File: config.mk
export PLATFORM = sky130hd
export DESIGN_NAME = edge_counter_bank
export DESIGN_NICKNAME = d
export VERILOG_FILES = /design/src/rtl/ecb_pkg.sv /design/src/rtl/ecb_sync.sv /design/src/rtl/ecb_channel.sv /design/src/rtl/ecb_regs.sv /design/src/rtl/edge_counter_bank.sv
export SDC_FILE = /design/constraint.sdc
export NUM_CORES = 2
export LEC_CHECK = 0
export BUFFER_PORTS_ARGS = -buffer_cell sky130_fd_sc_hd__buf_2
export CAP_MARGIN = 20
export CORE_ASPECT_RATIO = 1.25
export CORE_MARGIN = 2
export CORE_UTILIZATION = 53
export CTS_CLUSTER_SIZE = 28
export DETAILED_ROUTE_END_ITERATION = 6
export PLACE_DENSITY = 0.71
export RECOVER_POWER = 50
export SYNTH_ARGS = -nofsm -noshare
export SYNTH_HDL_FRONTEND = slang
export SYNTH_HIERARCHICAL = 1
export SYNTH_SLANG_ARGS = --single-unit
export TNS_END_PERCENT = 50
File: constraint.sdc
create_clock -name clk -period 3.42 [get_ports clk]
set_clock_uncertainty 0.1 [all_clocks]
set_input_delay 0.684 -clock clk [delete_from_list [all_inputs] [get_ports clk]]
set_output_delay 0.684 -clock clk [all_outputs]
set_load 0.01 [all_outputs]
File: src/rtl/ecb_pkg.sv
package ecb_pkg;

    localparam int unsigned DATA_W = 32;

    typedef enum logic [1:0] {
        EDGE_OFF  = 2'b00,
        EDGE_RISE = 2'b01,
        EDGE_FALL = 2'b10,
        EDGE_BOTH = 2'b11
    } edge_mode_e;

    function automatic logic edge_hit(edge_mode_e m, logic cur, logic prv);
        logic r;
        case (m)
            EDGE_RISE: r = cur & ~prv;
            EDGE_FALL: r = ~cur & prv;
            EDGE_BOTH: r = cur ^ prv;
            default:   r = 1'b0;
        endcase
        return r;
    endfunction

endpackage

File: src/rtl/ecb_sync.sv
module ecb_sync #(
    parameter int unsigned W = 16
) (
    input  logic         clk,
    input  logic         rst,
    input  logic [W-1:0] d,
    output logic [W-1:0] q
);
    logic [W-1:0] s1_q;
    logic [W-1:0] s2_q;

    always_ff @(posedge clk) begin
        if (rst) begin
            s1_q <= '0;
            s2_q <= '0;
        end else begin
            s1_q <= d;
            s2_q <= s1_q;
        end
    end

    assign q = s2_q;
endmodule

File: src/rtl/ecb_channel.sv
module ecb_channel
    import ecb_pkg::*;
#(
    parameter int unsigned CW = 32
) (
    input  logic          clk,
    input  logic          rst,
    input  logic          lvl,
    input  edge_mode_e    mode,
    input  logic          clr,
    output logic [CW-1:0] count
);
    logic          prev_q;
    logic          hit;
    logic [CW-1:0] cnt_q;

    assign hit = edge_hit(mode, lvl, prev_q);

    always_ff @(posedge clk) begin
        if (rst) begin
            prev_q <= 1'b0;
            cnt_q  <= '0;
        end else begin
            prev_q <= lvl;
            if (clr) begin
                cnt_q <= '0;
            end else if (hit) begin
                cnt_q <= cnt_q + 1'b1;
            end
        end
    end

    assign count = cnt_q;
endmodule

File: src/rtl/ecb_regs.sv
module ecb_regs
    import ecb_pkg::*;
#(
    parameter int unsigned NCH = 16,
    parameter int unsigned CW  = 32,
    parameter int unsigned AW  = 5
) (
    input  logic                     clk,
    input  logic                     rst,
    input  logic                     reg_wr,
    input  logic                     reg_rd,
    input  logic [AW-1:0]            reg_addr,
    input  logic [DATA_W-1:0]        reg_wdata,
    input  logic [NCH-1:0][CW-1:0]   cnt,
    output edge_mode_e [NCH-1:0]     mode,
    output logic [NCH-1:0]           clr,
    output logic [DATA_W-1:0]        reg_rdata
);
    localparam int unsigned IW       = (NCH > 1) ? $clog2(NCH) : 1;
    localparam int unsigned CFG_ADDR = NCH;
    localparam int unsigned CLR_ADDR = NCH + 1;

    edge_mode_e [NCH-1:0] cfg_q;
    logic [DATA_W-1:0]    rd_next;
    logic [DATA_W-1:0]    rdata_q;
    logic                 hit_cfg;
    logic                 hit_clr;
    logic                 hit_cnt;

    assign hit_cfg = (reg_addr == AW'(CFG_ADDR));
    assign hit_clr = (reg_addr == AW'(CLR_ADDR));
    assign hit_cnt = (reg_addr < AW'(NCH));

    assign clr = (reg_wr && hit_clr) ? reg_wdata[NCH-1:0] : '0;

    always_ff @(posedge clk) begin
        if (rst) begin
            cfg_q <= '{default: EDGE_OFF};
        end else if (reg_wr && hit_cfg) begin
            for (int i = 0; i < NCH; i++) begin
                cfg_q[i] <= edge_mode_e'(reg_wdata[2*i +: 2]);
            end
        end
    end

    always_comb begin
        rd_next = '0;
        if (hit_cnt) begin
            rd_next[CW-1:0] = cnt[reg_addr[IW-1:0]];
        end else if (hit_cfg) begin
            for (int i = 0; i < NCH; i++) begin
                rd_next[2*i +: 2] = cfg_q[i];
            end
        end
    end

    always_ff @(posedge clk) begin
        if (rst) begin
            rdata_q <= '0;
        end else if (reg_rd) begin
            rdata_q <= rd_next;
        end
    end

    assign mode      = cfg_q;
    assign reg_rdata = rdata_q;
endmodule

File: src/rtl/edge_counter_bank.sv
module edge_counter_bank
    import ecb_pkg::*;
#(
    parameter int unsigned NCH = 16,
    parameter int unsigned CW  = 32,
    parameter int unsigned AW  = 5
) (
    input  logic              clk,
    input  logic              rst,
    input  logic [NCH-1:0]    din,
    input  logic              reg_wr,
    input  logic              reg_rd,
    input  logic [AW-1:0]     reg_addr,
    input  logic [DATA_W-1:0] reg_wdata,
    output logic [DATA_W-1:0] reg_rdata
);
    logic [NCH-1:0]         lvl_vec;
    logic [NCH-1:0]         clr_vec;
    edge_mode_e [NCH-1:0]   mode_vec;
    logic [NCH-1:0][CW-1:0] cnt_vec;

    ecb_sync #(.W(NCH)) u_sync (
        .clk (clk),
        .rst (rst),
        .d   (din),
        .q   (lvl_vec)
    );

    for (genvar g = 0; g < NCH; g++) begin : g_chan
        ecb_channel #(.CW(CW)) u_chan (
            .clk   (clk),
            .rst   (rst),
            .lvl   (lvl_vec[g]),
            .mode  (mode_vec[g]),
            .clr   (clr_vec[g]),
            .count (cnt_vec[g])
        );
    end

    ecb_regs #(.NCH(NCH), .CW(CW), .AW(AW)) u_regs (
        .clk       (clk),
        .rst       (rst),
        .reg_wr    (reg_wr),
        .reg_rd    (reg_rd),
        .reg_addr  (reg_addr),
        .reg_wdata (reg_wdata),
        .cnt       (cnt_vec),
        .mode      (mode_vec),
        .clr       (clr_vec),
        .reg_rdata (reg_rdata)
    );
endmodule

* Word level (Yosys, flattened, before mapping)
Index checks and enable logic that the tools add are counted.
** Word-level totals
- Register bits after elaboration :: 624
- Word-level logic and storage cells :: 238
** Operators by class
- Add/sub/neg operators :: 16
- Order comparisons :: 2
- Eq/ne operators :: 50
- Multiplexer cells :: 21
- Bitwise logic cells :: 80
- Reductions and logical operators :: 18
** Operators with widths (number)
- 32-bit by 1-bit adder with 32-bit output, second input constant :: 16
- 32-bit binary-select mux with 4-bit select :: 1
- 32-bit two-way mux :: 3
- 2-bit == test, second input constant :: 32
- 1-bit case mux with 3 select lines :: 16
- 1-bit bitwise AND :: 32
- 2-bit by 1-bit == test with 1-bit output, second input constant :: 16
- 1-bit inverter :: 32
- 2-bit OR reduction :: 16
- 16-bit two-way mux :: 1
- 1-bit XOR :: 16
- 5-bit == test, second input constant :: 2
- 4-bit by 5-bit less-than comparator with 1-bit output, second input constant :: 1
- 5-bit less-than comparator, second input constant :: 1
- 1-bit logical AND :: 2

* Longest topological paths before layout
- Depth in word-level cells :: 4
- Depth in mapped cells :: 10

* Cells and area by module
Netlist, hierarchy kept.
** By module, submodules not included
- ecb_channel :: times used 16, cells each 185, area an instance 1594.0 sq um, seq. area each 660.6 sq um
- ecb_regs :: times used 1, cells each 861, area an instance 6935.4 sq um, seq. area each 1281.2 sq um
- ecb_sync :: times used 1, cells each 67, area an instance 863.3 sq um, seq. area each 640.6 sq um

* Worst setup path after synthesis
OpenSTA, ideal clock, no wires.
- Path kind :: in2reg
- From :: input port reg_addr[1]
- To :: register g_chan[10].u_chan.cnt_q[14]
- Arrival :: 2.379 ns
- Data required time :: 3.192 ns
- Path slack :: 0.814 ns
- Cell stages on the path :: 9
- Cells stage by stage :: buf_6 > nor4b_4 > and3_1 > clkbuf_2 > and2_1 > or2_2 > clkbuf_1 > clkbuf_1 > nor2_1
** On the way
- Longest elaborated chain between the ends :: 4
** RTL lines
- start, declared :: line edge_counter_bank.sv:13 : input logic [AW-1:0] reg_addr,
- 5-bit == test :: line ecb_regs.sv:31 : assign hit_clr = (reg_addr == AW'(CLR_ADDR));
- 1-bit logical AND :: line ecb_regs.sv:34 : assign clr = (reg_wr && hit_clr) ? reg_wdata[NCH-1:0] : '0;
- 16-bit two-way mux :: line ecb_regs.sv:34
- named net clr_vec[10] :: line edge_counter_bank.sv:18 : logic [NCH-1:0] clr_vec;
- 2-bit OR reduction (no source line)
- end signal, assigned :: line ecb_channel.sv:28 : cnt_q <= cnt_q + 1'b1;
- end, declared :: line ecb_channel.sv:15 : logic [CW-1:0] cnt_q;
The timed path passes the listed nets, and every way through them passes these cells.
A chain may end at the register's enable or synchronous reset.

* Worst setup path in the final report
- From :: input port reg_addr[2]
- To :: register u_regs.cfg_q (netlist bit u_regs/mode[6])
** On the way
- Longest elaborated chain between the ends :: 2
** RTL lines
- 5-bit == test :: line ecb_regs.sv:30 : assign hit_cfg = (reg_addr == AW'(CFG_ADDR));
- 1-bit logical AND :: line ecb_regs.sv:39 : end else if (reg_wr && hit_cfg) begin
- end signal, assigned by index :: line ecb_regs.sv:41 : cfg_q[i] <= edge_mode_e'(reg_wdata[2*i +: 2]);
- end, declared :: line ecb_regs.sv:23 : edge_mode_e [NCH-1:0] cfg_q;
Every way passes these cells.

==> flow_summary.json <==
{
  "outcome": "finished, violations left",
  "violations": "capacitance limit, slew limit",
  "drt_iter0_drc": 2838,
  "cts.clk_slew.worst_paths_ns": 0.06,
  "tns_ns": 0,
  "hp-class": "input pin to flip-flop",
  "cts_max_path_buffers": 3,
  "cts_resized": 0,
  "first_pass_iters": 5,
  "area_growth_pct": 9.66,
  "finalNonFillerCells": 4786,
  "peakVddDrop_v": 0.000343,
  "grt_pass1_vias": 27200,
  "pin_count": 89,
  "cts_made_buffers": 66,
  "drive_above_1_share_pct": 8.62,
  "syn-cell-area_sq_um": 33300,
  "hpwl_mm": 73.1,
  "met1_usage_pct": 36.4,
  "place_ws_ns": 0.683,
  "cts_tree": "done",
  "synth_cell_type_count": 41,
  "final_util_pct": 58.9,
  "cts.sink_count": 624,
  "tightestPinTransition_ns": 1.67,
  "fp.dieW_microns": 228,
  "coreArea_sq_um": 62000,
  "initial_core_util_pct": 53.7,
  "use_met2_pct": 49.5,
  "final.setup.worst_slack_ns": 0.538,
  "cts_hold_buf": 0,
  "ys_seq_area_share_pct": 37.5,
  "maxCapViolCount": 2,
  "ant_nets": 0,
  "switching_share_pct": 23.3,
  "final_nets": 4013,
  "grt_pass1_wl_mm": 154,
  "grt_max_degree": 87,
  "vias": 29100,
  "ys.warnings.count": 6,
  "comb_power_share_pct": 5.0,
  "fmax_mhz": 347,
  "dp.cells": 4672,
  "dieArea_sq_um": 64900,
  "worstSetupStartpointType": "input pin",
  "avgRoutedWirePerCell_microns": 20.8,
  "synthesis.nets": 3993,
  "clock-root-buffer": "clkbuf_16",
  "die_h_microns": 284,
  "path_max_fanout": 34,
  "gr-usage-met3_pct": 4.90,
  "crit_type": "input pin to flip-flop",
  "synthCells": 3888,
  "fin_crit_ns": 2.88,
  "grt_setup_unrepaired": "false",
  "p_switching_mw": 3.62,
  "power.density_nw_per_um2": 425,
  "drt-total-wl_mm": 99.7,
  "gp_congestion": 0.966,
  "endpoint_kind": "flip-flop",
  "finalHoldViolCount": 0,
  "relSlewSlack_pct": -11.4,
  "viasPerCell": 6.08,
  "timing.final.crit_share_pct": 84.3,
  "portBuffers": 88,
  "p_int_mw": 11.9,
  "clk_latency_ns": 0.61,
  "pwr-share-seq_pct": 47.6,
  "cts_setup_buffers": 0,
  "p_clk_share_pct": 47.4,
  "rows": 102,
  "synth-seq-cells": 624,
  "cp.arrival_ns": 3.32,
  "overflow": 0,
  "track_usage_pct": 29.8,
  "antenna_found_initial": 4,
  "syn_avg_cell_area_sq_um": 8.57,
  "htreeDepth": 3,
  "drc_errors": 0,
  "busiest_layer": "met2",
  "p_leak_nw": 13.4,
  "worstPathRequired_ns": 3.86,
  "finalSetupViolations": 0,
  "num_antenna_cells": 0,
  "slew_viol_final": 56,
  "fin_hold_ws_ns": 0.180
}
[power by group through the flow]
stage               combinational [mW]  sequential, mW  clock (mW)
finish                           0.777            7.38        7.36
global route                     0.817            7.38        7.75
CTS                              0.775            7.38        7.47
detailed placement               0.774            7.54           0
global placement                 0.768            7.54           0
floorplan                        0.496            7.52           0
[worst max-delay path: stages]
cell and delay (ns):
clkbuf_1 0.23, nor4b_4 0.33, buf_4 0.34, and3_1 0.22
clkbuf_1 1.14, nand2_1 0.19, a21oi_1 0.17
[sequential cells by signal (all words and copies together), names as in the netlist]
register / count
g_chan.u_chan/count: 512
u_sync/q: 16
u_sync/s1_q: 16
u_regs/mode: 32
u_regs/reg_rdata: 32
g_chan.u_chan/prev_q: 16
[final timing paths]
kind	from	endpoint	slack (ns)	cells past startpoint
worst max-delay path	reg_addr[2]	u_regs/mode[6]	0.54	7
worst min-delay path	din[1]	u_sync/s1_q[1]	0.18	2
worst max register to register	u_sync/q[11]	g_chan[11].u_chan/count[22]	0.90	7
worst min register to register	u_sync/s1_q[13]	u_sync/q[13]	0.33	1
[cell families (layout without fill, tap and decap cells)]
family          after synthesis  count (layout)  share of synthesized area [%]
compound gates              544             544                           10.3
mux                         272             272                           8.18
xor+xnor                    352             352                           9.26
flops                       624             624                           37.5
buf+inv                     290             356                           3.89
fa+ha+maj                    48              48                           1.80
simple gates               1758            1758                           29.1
[metal layers]
| layer | share of wire, % | up-vias |
|---|---|---|
| met1 | 40 | 13800 |
| met5 | 0.043 | - |
| met2 | 46 | 1066 |
| met4 | 6.6 | 6 |
| li1 | - | 13900 |
| met3 | 7.4 | 275 |
[layout by cell type, fill, tap and decap left out, types with 114 or more instances in the layout]
cell type and instances:
a21oi_1 224, nand3_1 305, or3_1 128, o21ai_0 128, nand2_1 224, nor2_1 480
mux2i_1 272, dfxtp_1 624, nand4_1 192, xor2_1 304, and3_1 114
[final cells by class]
| type | count | area, sq um |
|---|---|---|
| clock buffer | 103 | 2090 |
| inverter | 97 | 364 |
| fill | 5669 | 25500 |
| multi-input combinational | 2974 | 19500 |
| sequential | 624 | 12500 |
| clock inverter | 11 | 114 |
| timing repair buffer | 145 | 890 |
| tap | 832 | 1040 |
[per-stage QoR]
stage / power (mW) / instance area, sq um
6_report: 15.5 / 36500
5_1_grt: 16.0 / 36500
4_1_cts: 15.6 / 36600
3_5_place_dp: 8.31 / 34400
3_3_place_gp: 8.31 / 34400
2_1_floorplan: 8.01 / 33300
[synthesized netlist by cell type]
library cell,count,area share (%)
buf_6,9,0.30
nor3_4,16,0.78
and3_1,114,2.1
nor3b_1,16,0.36
xor2_1,304,8.0
buf_2,27,0.41
nor4b_4,1,0.071
nand3_1,305,4.6
a31oi_4,16,1.0
nor3_1,32,0.48
nor2_2,16,0.30
a31oi_1,32,0.60
buf_4,27,0.61
a311oi_1,32,0.84
or3_1,128,2.4
clkbuf_4,1,0.023
or4_1,16,0.36
nand2_1,224,2.5
nand4_2,32,1.2
nand4_1,192,3.6
clkbuf_2,1,0.015
inv_1,97,1.1
nor4_1,32,0.60
buf_1,2,0.023
or2_2,16,0.30
a21oi_1,224,3.4
a22oi_1,96,2.2
and2_1,18,0.34
and4_1,16,0.42
nor2b_1,36,0.68
o21ai_0,128,1.9
ha_1,48,1.8
clkbuf_1,126,1.4
dfxtp_1,624,38
xnor2_1,48,1.3
nand2b_1,33,0.62
mux2i_1,272,8.2
nor2_1,483,5.4
nand4_4,16,1.0
o31ai_1,16,0.36
nand3_4,16,0.84
(Power assumes the default switching activity.)
